### src/rtl/outport_pkg.sv
package outport_pkg;

    localparam int PORT_W    = 8;
    localparam int CFG_W     = 8;
    localparam int SRC_W     = 3;
    localparam int CLK_SLOTS = 1 << SRC_W;

    typedef enum logic [2:0] {
        PIN_GPIO  = 3'd0,
        PIN_RTS   = 3'd1,
        PIN_CLK   = 3'd2,
        PIN_TIMER = 3'd3,
        PIN_IRQ   = 3'd4
    } pin_mode_e;

    typedef struct packed {
        pin_mode_e         mode;
        logic [SRC_W-1:0]  src;
    } pin_route_t;

    // clock bus slots
    localparam logic [SRC_W-1:0] CK_TXA16 = 3'd0;
    localparam logic [SRC_W-1:0] CK_TXA1  = 3'd1;
    localparam logic [SRC_W-1:0] CK_RXA1  = 3'd2;
    localparam logic [SRC_W-1:0] CK_TXB1  = 3'd3;
    localparam logic [SRC_W-1:0] CK_RXB1  = 3'd4;

    // interrupt source slots
    localparam logic [SRC_W-1:0] IQ_RXA = 3'd0;
    localparam logic [SRC_W-1:0] IQ_RXB = 3'd1;
    localparam logic [SRC_W-1:0] IQ_TXA = 3'd2;
    localparam logic [SRC_W-1:0] IQ_TXB = 3'd3;

endpackage

### src/rtl/outport_bits.sv
module outport_bits #(
    parameter int W = outport_pkg::PORT_W
) (
    input  logic         clk,
    input  logic         rst_n,
    input  logic         set_we,
    input  logic [W-1:0] set_mask,
    input  logic         clr_we,
    input  logic [W-1:0] clr_mask,
    input  logic [W-1:0] drop_mask,
    output logic [W-1:0] q
);

    logic [W-1:0] set_eff;
    logic [W-1:0] clr_eff;
    logic [W-1:0] q_nxt;

    // set is applied last so it wins over clear and drop
    always_comb begin
        set_eff = set_we ? set_mask : '0;
        clr_eff = (clr_we ? clr_mask : '0) | drop_mask;
        q_nxt   = (q & ~clr_eff) | set_eff;
    end

    always_ff @(posedge clk or negedge rst_n) begin
        if (!rst_n) begin
            q <= '0;
        end else begin
            q <= q_nxt;
        end
    end

endmodule

### src/rtl/outport_route.sv
module outport_route
    import outport_pkg::*;
#(
    parameter int W = PORT_W
) (
    input  logic                 clk,
    input  logic                 rst_n,
    input  logic                 cfg_we,
    input  logic [CFG_W-1:0]     cfg_data,
    output logic [CFG_W-1:0]     cfg_q,
    output pin_route_t [W-1:0]   route
);

    always_ff @(posedge clk or negedge rst_n) begin
        if (!rst_n) begin
            cfg_q <= '0;
        end else if (cfg_we) begin
            cfg_q <= cfg_data;
        end
    end

    always_comb begin
        for (int i = 0; i < W; i++) begin
            route[i].mode = PIN_GPIO;
            route[i].src  = '0;
        end

        if (cfg_q[0]) route[0].mode = PIN_RTS;
        if (cfg_q[1]) route[1].mode = PIN_RTS;

        unique case (cfg_q[3:2])
            2'b00: begin end
            2'b01: route[2] = '{mode: PIN_CLK, src: CK_TXA16};
            2'b10: route[2] = '{mode: PIN_CLK, src: CK_TXA1};
            2'b11: route[2] = '{mode: PIN_CLK, src: CK_RXA1};
        endcase

        unique case (cfg_q[5:4])
            2'b00: begin end
            2'b01: route[3] = '{mode: PIN_TIMER, src: '0};
            2'b10: route[3] = '{mode: PIN_CLK, src: CK_TXB1};
            2'b11: route[3] = '{mode: PIN_CLK, src: CK_RXB1};
        endcase

        if (cfg_q[6]) begin
            route[4] = '{mode: PIN_IRQ, src: IQ_RXA};
            route[5] = '{mode: PIN_IRQ, src: IQ_RXB};
        end
        if (cfg_q[7]) begin
            route[6] = '{mode: PIN_IRQ, src: IQ_TXA};
            route[7] = '{mode: PIN_IRQ, src: IQ_TXB};
        end
    end

endmodule

### src/rtl/outport_pin.sv
module outport_pin
    import outport_pkg::*;
(
    input  pin_route_t            route,
    input  logic                  gp_bit,
    input  logic [CLK_SLOTS-1:0]  clk_bus,
    input  logic                  ct_out,
    input  logic [3:0]            irq_src,
    output logic                  val,
    output logic                  od
);

    always_comb begin
        val = 1'b1;
        od  = 1'b0;
        unique case (route.mode)
            PIN_GPIO, PIN_RTS: val = ~gp_bit;
            PIN_CLK:           val = clk_bus[route.src];
            PIN_TIMER: begin
                val = ~ct_out;
                od  = 1'b1;
            end
            PIN_IRQ: begin
                val = ~irq_src[route.src[1:0]];
                od  = 1'b1;
            end
            default: begin end
        endcase
    end

endmodule

### src/rtl/outport_ctrl.sv
module outport_ctrl
    import outport_pkg::*;
#(
    parameter int PORT_W = outport_pkg::PORT_W
) (
    input  logic              clk,
    input  logic              rst_n,
    input  logic              set_we,
    input  logic [PORT_W-1:0] set_mask,
    input  logic              clr_we,
    input  logic [PORT_W-1:0] clr_mask,
    input  logic              cfg_we,
    input  logic [CFG_W-1:0]  cfg_data,
    input  logic [1:0]        rts_drop,
    input  logic              txa_clk16,
    input  logic              txa_clk1,
    input  logic              rxa_clk1,
    input  logic              txb_clk1,
    input  logic              rxb_clk1,
    input  logic              ct_out,
    input  logic [3:0]        irq_src,
    output logic [PORT_W-1:0] pin_val,
    output logic [PORT_W-1:0] pin_od
);

    localparam int CLK_USED = 5;

    logic [PORT_W-1:0]       port_q;
    logic [PORT_W-1:0]       drop_mask;
    logic [CFG_W-1:0]        cfg_q;
    pin_route_t [PORT_W-1:0] route;
    logic [CLK_SLOTS-1:0]    clk_bus;

    assign clk_bus = {{(CLK_SLOTS-CLK_USED){1'b0}},
                      rxb_clk1, txb_clk1, rxa_clk1, txa_clk1, txa_clk16};

    // automatic drop only acts on a pin in request-to-send mode
    always_comb begin
        drop_mask    = '0;
        drop_mask[0] = rts_drop[0] && (route[0].mode == PIN_RTS);
        drop_mask[1] = rts_drop[1] && (route[1].mode == PIN_RTS);
    end

    outport_route #(.W(PORT_W)) u_route (
        .clk      (clk),
        .rst_n    (rst_n),
        .cfg_we   (cfg_we),
        .cfg_data (cfg_data),
        .cfg_q    (cfg_q),
        .route    (route)
    );

    outport_bits #(.W(PORT_W)) u_bits (
        .clk       (clk),
        .rst_n     (rst_n),
        .set_we    (set_we),
        .set_mask  (set_mask),
        .clr_we    (clr_we),
        .clr_mask  (clr_mask),
        .drop_mask (drop_mask),
        .q         (port_q)
    );

    for (genvar g = 0; g < PORT_W; g++) begin : g_pin
        outport_pin u_pin (
            .route   (route[g]),
            .gp_bit  (port_q[g]),
            .clk_bus (clk_bus),
            .ct_out  (ct_out),
            .irq_src (irq_src),
            .val     (pin_val[g]),
            .od      (pin_od[g])
        );
    end

endmodule

### config.mk
export PLATFORM = sky130hd
export DESIGN_NAME = outport_ctrl
export DESIGN_NICKNAME = d
export VERILOG_FILES = /design/src/rtl/outport_pkg.sv /design/src/rtl/outport_bits.sv /design/src/rtl/outport_route.sv /design/src/rtl/outport_pin.sv /design/src/rtl/outport_ctrl.sv
export SDC_FILE = /design/constraint.sdc
export NUM_CORES = 1
export LEC_CHECK = 0
export CAP_MARGIN = 20
export CORE_ASPECT_RATIO = 1.5
export CORE_MARGIN = 1.5
export CORE_UTILIZATION = 55
export DETAILED_ROUTE_END_ITERATION = 8
export DONT_BUFFER_PORTS = 1
export PLACE_DENSITY = 0.74
export SYNTH_ARGS = -nofsm -noshare
export SYNTH_HDL_FRONTEND = slang
export SYNTH_HIERARCHICAL = 1
export SYNTH_SLANG_ARGS = --single-unit
### constraint.sdc
create_clock -name clk -period 1.8 [get_ports clk]
set_input_delay 0.09 -clock clk [delete_from_list [all_inputs] [get_ports clk]]
set_output_delay 0.09 -clock clk [all_outputs]
set_load 0.01 [all_outputs]
### After elaboration in Yosys (flattened, before gate mapping)

Index checks and enable logic that the tools add are counted.

* flip-flop bits (word level): 16
* output and inout port bits: 16
* word-level logic and storage cells: 146

* order comparisons: 12
* eq/ne operators: 38
* multiplexer cells: 48
* bitwise gates (word level): 20
* reductions and logical operators: 26

Operator list (number)
* one-hot mux 1 bit (4 select lines): 8
* OR reduction 2 bit: 16
* one-hot mux 5 bit (3 select lines): 2
* == test 3 x 2 -> 1 bit, second input constant: 8
* zero test 3 bit: 8
* less-than comparator 3 x 4 -> 1 bit, second input constant: 6
* 2-to-1 mux 12 bit: 2
* 2-to-1 mux 1 bit: 22
* binary-select mux 1 bit (select 3 bit): 6
* less-than comparator 2 x 3 -> 1 bit, second input constant: 6
* == test 2 bit, second input constant: 8
* 2-to-1 mux 8 bit: 2
* inverter 1 bit: 16
* binary-select mux 1 bit (select 2 bit): 6
* == test 3 x 1 -> 1 bit, second input constant: 4
* == test 3 bit, second input constant: 4
* AND 8 bit: 1
* == test 1 x 2 -> 1 bit, second input constant: 4
* == test 2 x 1 -> 1 bit, second input constant: 4
* inverter 8 bit: 1
* OR 8 x 2 -> 8 bit: 1
* OR 8 bit: 1
* == test 1 x 3 -> 1 bit, second input constant: 2
* == test 2 x 3 -> 1 bit, second input constant: 2
* other kinds (2): 4

### Longest topological paths before layout

Gate-level depths: netlist (run 1).

* depth in word-level cells: 7
* gate-level depth with buffers: 5
* depth with buffers taken out: 4

### By module

Netlist (run 1), hierarchy kept.

By module, submodules not included
* outport_pin: times used 8, cells an instance 16, area each 141.4 µm², seq. area each 0.0 µm²
* outport_route: times used 1, cells an instance 66, area each 686.9 µm², seq. area each 200.2 µm²
* outport_bits: times used 1, cells an instance 34, area each 352.8 µm², seq. area each 200.2 µm²
* outport_ctrl: times used 1, cells an instance 3, area each 28.8 µm², seq. area each 0.0 µm²

### Worst setup path after synthesis (run 1)

OpenSTA, ideal clock, no wires.

* path kind: reg-to-output
* start: reg u_route.cfg_q[5]
* end: out pin_val[3]
* arrival: 1.718 ns
* data required time: 1.710 ns
* slack: -0.008 ns
* cell stages (with the launch flop): 5
* buffers on the path: 0
* cells stage by stage: dfrtp_1 > nor2b_1 > mux4_2 > or2_0 > a32o_1

RTL lines
* from (decl): line outport_route.sv:10 `output logic [CFG_W-1:0] cfg_q,`
* from (signal assigned): line outport_route.sv:18 `cfg_q <= cfg_data;`
* to (decl): line outport_ctrl.sv:22 `output logic [PORT_W-1:0] pin_val,`

==> results of run 1 <==
==> logic make-up (layout without fill, tap and decap cells) <==
family          count (synthesis)  count (layout)
other cells                     2              60
buf+inv                        60              60
compound gates                 40              40
mux                            40              40
simple gates                   73              73
flops                          16              16
==> sequential cells by signal, indices dropped and copies added (netlist names) <==
| name | cells |
|---|---|
| u_route/cfg_q | 8 |
| u_bits/q | 8 |
==> routing by layer <==
| metal | wire length, um | vias to the layer above | share of wire |
|---|---|---|---|
| met5 | 0 | - | 0 |
| met4 | 135 | 0 | 0.026 |
| met3 | 400 | 14 | 0.077 |
| met2 | 2756 | 84 | 0.53 |
| met1 | 1876 | 874 | 0.36 |
| li1 | - | 901 | - |
==> repair_timing <==
item | 4_1_cts | 5_1_grt
endpoints found under the setup margin | 2 | 2
endpoints found under the hold margin | 32 | 0
resized for setup | 2 | 2
hold buffers | 30 | 0
buffers inserted | 2 | 4
==> power breakdown <==
group / switching [mW] / total [mW] / internal, mW
logic: 0.225 / 0.526 / 0.301
registers: 0.0297 / 0.425 / 0.395
clock network: 0.134 / 0.328 / 0.194
==> area by class of cell <==
cell class | instances | share of cell area
multi-input cells | 213 | 0.6336
flip-flops and latches | 16 | 0.1551
inverters | 16 | 0.02320
repair buffers | 40 | 0.1450
well taps | 45 | 0.02175
clock buffers | 4 | 0.02127
==> layout by cell type (no fill, tap or decap), types with 10 or more instances in the layout <==
cell,n
a32o_1,16
dfrtp_1,15
conb_1,60
mux2i_1,16
nand2_1,24
inv_1,16
dlygate4sd3_1,30
buf_4,10
==> worst paths after layout <==
path,start,end,slack (ps),cells past startpoint
worst min-delay path,cfg_we,u_route/cfg_q[2],8,1
worst max register to register,u_route/cfg_q[7],u_route/cfg_q[7],240,3
worst min register to register,u_bits/q[1],u_bits/q[1],540,1
max in group asynchronous,rst_n,u_route/cfg_q[4],920,1
worst max-delay path,u_route/cfg_q[5],pin_val[3],-70,4
min in group asynchronous,rst_n,u_bits/q[3],360,1
==> metrics by stage <==
step / TNS, ps / utilization
2_1_floorplan: 0 / -
3_3_place_gp: 0 / 0.5592
3_5_place_dp: 0 / 0.5592
4_1_cts: -149.1 / 0.6564
5_1_grt: -280.2 / 0.6657
6_report: -132.7 / 0.6657
==> results.sh, run 1 <==
export IMPL_met2_usage=0.4214
export IMPL_crit_required_ps=1710
export IMPL_clockRootBuffer="clkbuf_8"
export IMPL_busiest_layer="met2"
export IMPL_htree_num_levels=1
export IMPL_yosysWarnings=6
export IMPL_grt_max_degree=23
export IMPL_synth_edf_count=0
export IMPL_slew_violations=0
export IMPL_grt_ovfl_total=0
export IMPL_cts_buffers_inserted=3
export IMPL_port_buffer_count=0
export IMPL_avgSynthCellArea_um2=9.522
export IMPL_slew_headroom=0.4838
export IMPL_yosysSeqAreaShare=0.1820
export IMPL_netlist_instances=231
export IMPL_hold_slack_ps=8.373
export IMPL_cts_path_max_buffers=2
export IMPL_vias_per_cell=5.608
export IMPL_fin_crit_sh=1.037
export IMPL_drt_total_wl_um=5169
export IMPL_power_density_nw_per_um2=493.8
export IMPL_num_antenna_cells=0
export IMPL_ys_ff_latch=16
export IMPL_ys_top_cells_by_area="dfrtp_1, buf_4, mux4_1"
export IMPL_timing_fmax_mhz=535.8
export IMPL_final_area_um2=2589
export IMPL_cp_slowest_cell="mux4_2"
export IMPL_grt_pass1_vias=1757
export IMPL_dieArea_um2=4396
export IMPL_path_buf_inv=0
export IMPL_min_period_ps=1866
export IMPL_core_um2=3889
export IMPL_cpLargestDelayFamily="multiplexers"
export IMPL_dr_pass1_iters=4
export IMPL_ant_nets=0
export IMPL_synthAdderAreaFrac=0
export IMPL_start_util=0.5656
export IMPL_yosysMostFrequentCell="buf_4"
export IMPL_finalNonFillerCells=334
export IMPL_hpwl_um=3482
export IMPL_worstMarginPinSlew_ps=771.7
export IMPL_critPathMaxFanout=4
export IMPL_io_pins=57
export IMPL_power_mw=1.278
export IMPL_met3_usage=0.05390
export IMPL_slowest_delay_ps=490
export IMPL_status="complete, but fails checks"
export IMPL_nFillCells=308
export IMPL_drive_gt1_frac=0.1557
export IMPL_layout_area_seq_um2=401.6
export IMPL_power_static_leakage_nw=1.085
export IMPL_clkLatencyLatePin_ps=250
export IMPL_layout_setup_ws_ps=-66.42
export IMPL_synth_top_area_frac=0.1820
export IMPL_async_flop_share=1.000
export IMPL_drc=0
export IMPL_gp_congestion=0.7712
export IMPL_area_growth_syn_to_layout_pct=17.69
export IMPL_die_h_um=80.46
export IMPL_criticalPathCategory="register to output port"
export IMPL_preCtsSetupSlack_ps=153.4
export IMPL_clk_pin_slew_ps=70
export IMPL_crit_path_end_kind="output port"
export IMPL_failed_checks="negative setup slack"
export IMPL_ys_flop_type="dfrtp_1"
export IMPL_ys_types=24
export IMPL_critPathLaunchType="register"
export IMPL_multi_input_area_um2=1640
export IMPL_synthMuxAreaShare=0.3049
export IMPL_cp_cell_sequence="nor2b_4 > mux4_2 > or2_0 > a32o_1"
export IMPL_antenna_found_initial=0
export IMPL_setup_viol=2
export IMPL_syn_area_um2=2200
export IMPL_yosys_area_share_simple=0.1860
export IMPL_worstPathArrival_ps=1780
export IMPL_synth_top_family_by_area="multiplexers"
export IMPL_hold_viol_final=0
export IMPL_synth_xor_area_share=0
export IMPL_grt_first_pass_wirelength_um=7824
export IMPL_die_x_um=54.64
export IMPL_cts_sinks=16
export IMPL_placedInstanceArea_um2=2175
export IMPL_nets=331
export IMPL_vias=1873
export IMPL_yosysTopAreaCell="dfrtp_1"
export IMPL_synth_commonest_cells="buf_4, nand2_1"
export IMPL_hold_class="primary input to register"
export IMPL_wl_per_cell_um=15.48
export IMPL_grt_util_all_layers=0.2453
export IMPL_dpl_cell_count=294
export IMPL_rows=28
export IMPL_peakVddDrop_mv=0.4259
export IMPL_grtUsageMet1=0.2807
export IMPL_skew_ps=1.226
export IMPL_cts_tree="yes"
export IMPL_synth_compound_area_frac=0.1456
export IMPL_drt_iter0_markers=80
export IMPL_cap_violations=0
export IMPL_rsz0062_at_grt="true"
(Power assumes the default switching activity.)
==> run 2, diff against run 1 <==
CORE_ASPECT_RATIO = unset   (was 1.5)
CORE_UTILIZATION = 53   (was 55)
PLACE_DENSITY = 0.72   (was 0.74)
SYNTH_HIERARCHICAL = unset   (was 1)
==> results.sh, run 2 <==
export IMPL_status="finished, final reports clean"
export IMPL_dr_wl_met3_um=133
export IMPL_layout_setup_ws_ps=319.3
export IMPL_antenna_found_initial=0
export IMPL_async_flop_share=1.000
export IMPL_dieArea_um2=1847
export IMPL_core_um2=1506
export IMPL_dr_max_layer_used="met4"
export IMPL_yosysWarnings=0
export IMPL_ys_flop_type="dfrtp_1"
export IMPL_worstPathArrival_ps=1650
export IMPL_die_x_um=42.98
export IMPL_final_cell_mix="dlygate4sd3_1, dfrtp_1, a22o_1, mux2_2, nand2_1"
export IMPL_clkLatencyLatePin_ps=280
export IMPL_hold_class="primary input to register"
export IMPL_biggestRegsByFlops="u_bits.q (8), u_route.cfg_q (8)"
export IMPL_swShare=0.2442
export IMPL_grt_util_all_layers=0.2275
export IMPL_power_density_nw_per_um2=776.8
export IMPL_synth_edf_count=0
export IMPL_min_period_ps=1481
export IMPL_die_h_um=42.98
export IMPL_drc=0
export IMPL_io_pins=57
export IMPL_criticalPathCategory="register to register"
export IMPL_met1_length_um=653
export IMPL_grt_pass1_vias=687
export IMPL_setup_viol=0
export IMPL_layout_commonest_cell="dlygate4sd3_1"
export IMPL_critPathMaxFanout=5
export IMPL_drive_gt1_frac=0.1538
export IMPL_pwr_share_seq=0.508
export IMPL_vias=583
export IMPL_grt_ovfl_total=0
export IMPL_grt_first_pass_wirelength_um=2967
export IMPL_clk_pin_slew_ps=90
export IMPL_p_clk_frac=0.274
export IMPL_rows=14
export IMPL_ys_ff_latch=16
export IMPL_port_buffer_count=0
export IMPL_vias_per_cell=5.449
export IMPL_ant_nets=0
export IMPL_wl_per_cell_um=16.93
export IMPL_placedInstanceArea_um2=739.5
export IMPL_yosysTopAreaCell="dfrtp_1"
export IMPL_cts_buffers_inserted=3
export IMPL_critPathLaunchType="register"
export IMPL_num_antenna_cells=0
export IMPL_clockRootBuffer="clkbuf_4"
export IMPL_area_growth_syn_to_layout_pct=29.39
export IMPL_worstMarginPinSlew_ps=684.3
export IMPL_cp_slowest_cell="dlygate4sd3_1"
export IMPL_power_switching_mw=0.2079
export IMPL_grt_max_degree=17
export IMPL_crit_path_end_kind="register"
export IMPL_cts_tree="yes"
export IMPL_synth_top_area_frac=0.4727
export IMPL_start_util=0.5623
export IMPL_fin_tns_setup_ps=0
export IMPL_cp_cell_sequence="mux2_2 > dlygate4sd3_1"
export IMPL_timing_fmax_mhz=675.4
export IMPL_cts_sinks=16
export IMPL_rsz0062_at_grt="false"
export IMPL_netlist_instances=72
export IMPL_drt_total_wl_um=1812
export IMPL_final_area_um2=1096
export IMPL_wl_met2_um=1002
export IMPL_drt_iter0_markers=8
export IMPL_power_static_leakage_nw=0.4972
export IMPL_peakVddDrop_mv=0.5410
export IMPL_dr_pass1_iters=4
export IMPL_gp_congestion=0.6530
export IMPL_slew_headroom=0.5423
export IMPL_fin_crit_sh=0.8226
export IMPL_crit_required_ps=1970
export IMPL_syn_area_um2=847.1
export IMPL_comb_power_share=0.218
export IMPL_skew_ps=2.200
export IMPL_htree_num_levels=1
export IMPL_cap_violations=0
export IMPL_slowest_delay_ps=560
export IMPL_avgSynthCellArea_um2=11.76
export IMPL_hold_viol_final=0
export IMPL_ys_top_cells_by_area="dfrtp_1, buf_4, mux2_2"
export IMPL_slew_violations=0
export IMPL_cts_path_max_buffers=2
export IMPL_nFillCells=108
export IMPL_preCtsSetupSlack_ps=796.8
export IMPL_yosysSeqAreaShare=0.4727
export IMPL_synth_commonest_cells="buf_4, dfrtp_1, a22o_1, mux2_2, nand2_1"
export IMPL_ys_types=12
export IMPL_nets=133
export IMPL_p_int_mw=0.6434
-- run 2: cell types whose count changed after synthesis, moves of 11 or more --
cell and change:
buf_4 -26, nand2_1 -18, mux2i_1 -12, inv_1 -11
a32o_1 -16
-- run 2: area by class of cell --
| class | count | area (um^2) | share of cell area |
|---|---|---|---|
| timing repair buffer | 32 | 320.3 | 0.2922 |
| sequential | 16 | 400.4 | 0.3653 |
| multi-input combinational | 34 | 300.3 | 0.2740 |
| clock buffer | 4 | 36.28 | 0.03311 |
| inverter | 5 | 18.77 | 0.01712 |
| tap | 16 | 20.02 | 0.01826 |
-- run 2: per-stage QoR --
stage | hold slack [ps] | std cells | util | total power [mW]
after floorplan | -205.6 | 74 | - | 0.5831
after global placement | -205.3 | 71 | 0.4909 | 0.5315
after detailed placement | -205.3 | 71 | 0.4909 | 0.5371
after CTS | 5.770 | 105 | 0.7143 | 0.8517
after global routing | 55.73 | 107 | 0.7276 | 0.8980
final | 56.30 | 107 | 0.7276 | 0.8514
-- run 2: logic make-up after synthesis --
kind of cell           Yosys count  synth area share
and+or+nand+nor                  7           0.03398
buffers and inverters           24            0.1817
DFF                             16            0.4727
muxes                           14            0.2068
AOI/OAI and AO/OA               10            0.1004
other                            1          0.004427
-- run 2: path summary, 6_finish.rpt --
check / start / to / slack, ps / cells after the start
max: u_route.cfg_q[6] / u_route.cfg_q[6] / 320 / 2
min: rts_drop[0] / u_bits.q[0] / 60 / 2
max reg2reg: u_route.cfg_q[6] / u_route.cfg_q[6] / 320 / 2
min reg2reg: u_bits.q[5] / u_bits.q[5] / 520 / 1
max in group asynchronous: rst_n / u_route.cfg_q[6] / 1090 / 1
min in group asynchronous: rst_n / u_route.cfg_q[1] / 280 / 1
-- run 2: power groups by stage --
stage | Clock, mW | Combinational (mW) | Sequential (mW)
after floorplan | 0 | 0.157 | 0.426
after global placement | 0 | 0.0954 | 0.436
after detailed placement | 0 | 0.0981 | 0.439
after CTS | 0.239 | 0.181 | 0.432
after global routing | 0.256 | 0.204 | 0.439
final | 0.233 | 0.186 | 0.432
-- run 2: critical path, delay by kind of cell, from the launching register on --
family                 cells  cell delay (ps)
buffers and inverters      1              560
flip-flops                 1              510
multiplexers               1              310
-- run 2: layer usage --
layer | vias to the layer above | global-route usage
li1 | 266 | -
met1 | 281 | 0.2078
met2 | 32 | 0.4576
met3 | 4 | 0.07234
met4 | 0 | 0.07273
met5 | - | 0
-- run 2: what timing repair did --
action / CTS / global route
buffers inserted: 0 / 0
hold buffers: 30 / 2
hold endpoints to repair: 32 / 1
resized for setup: 0 / 0
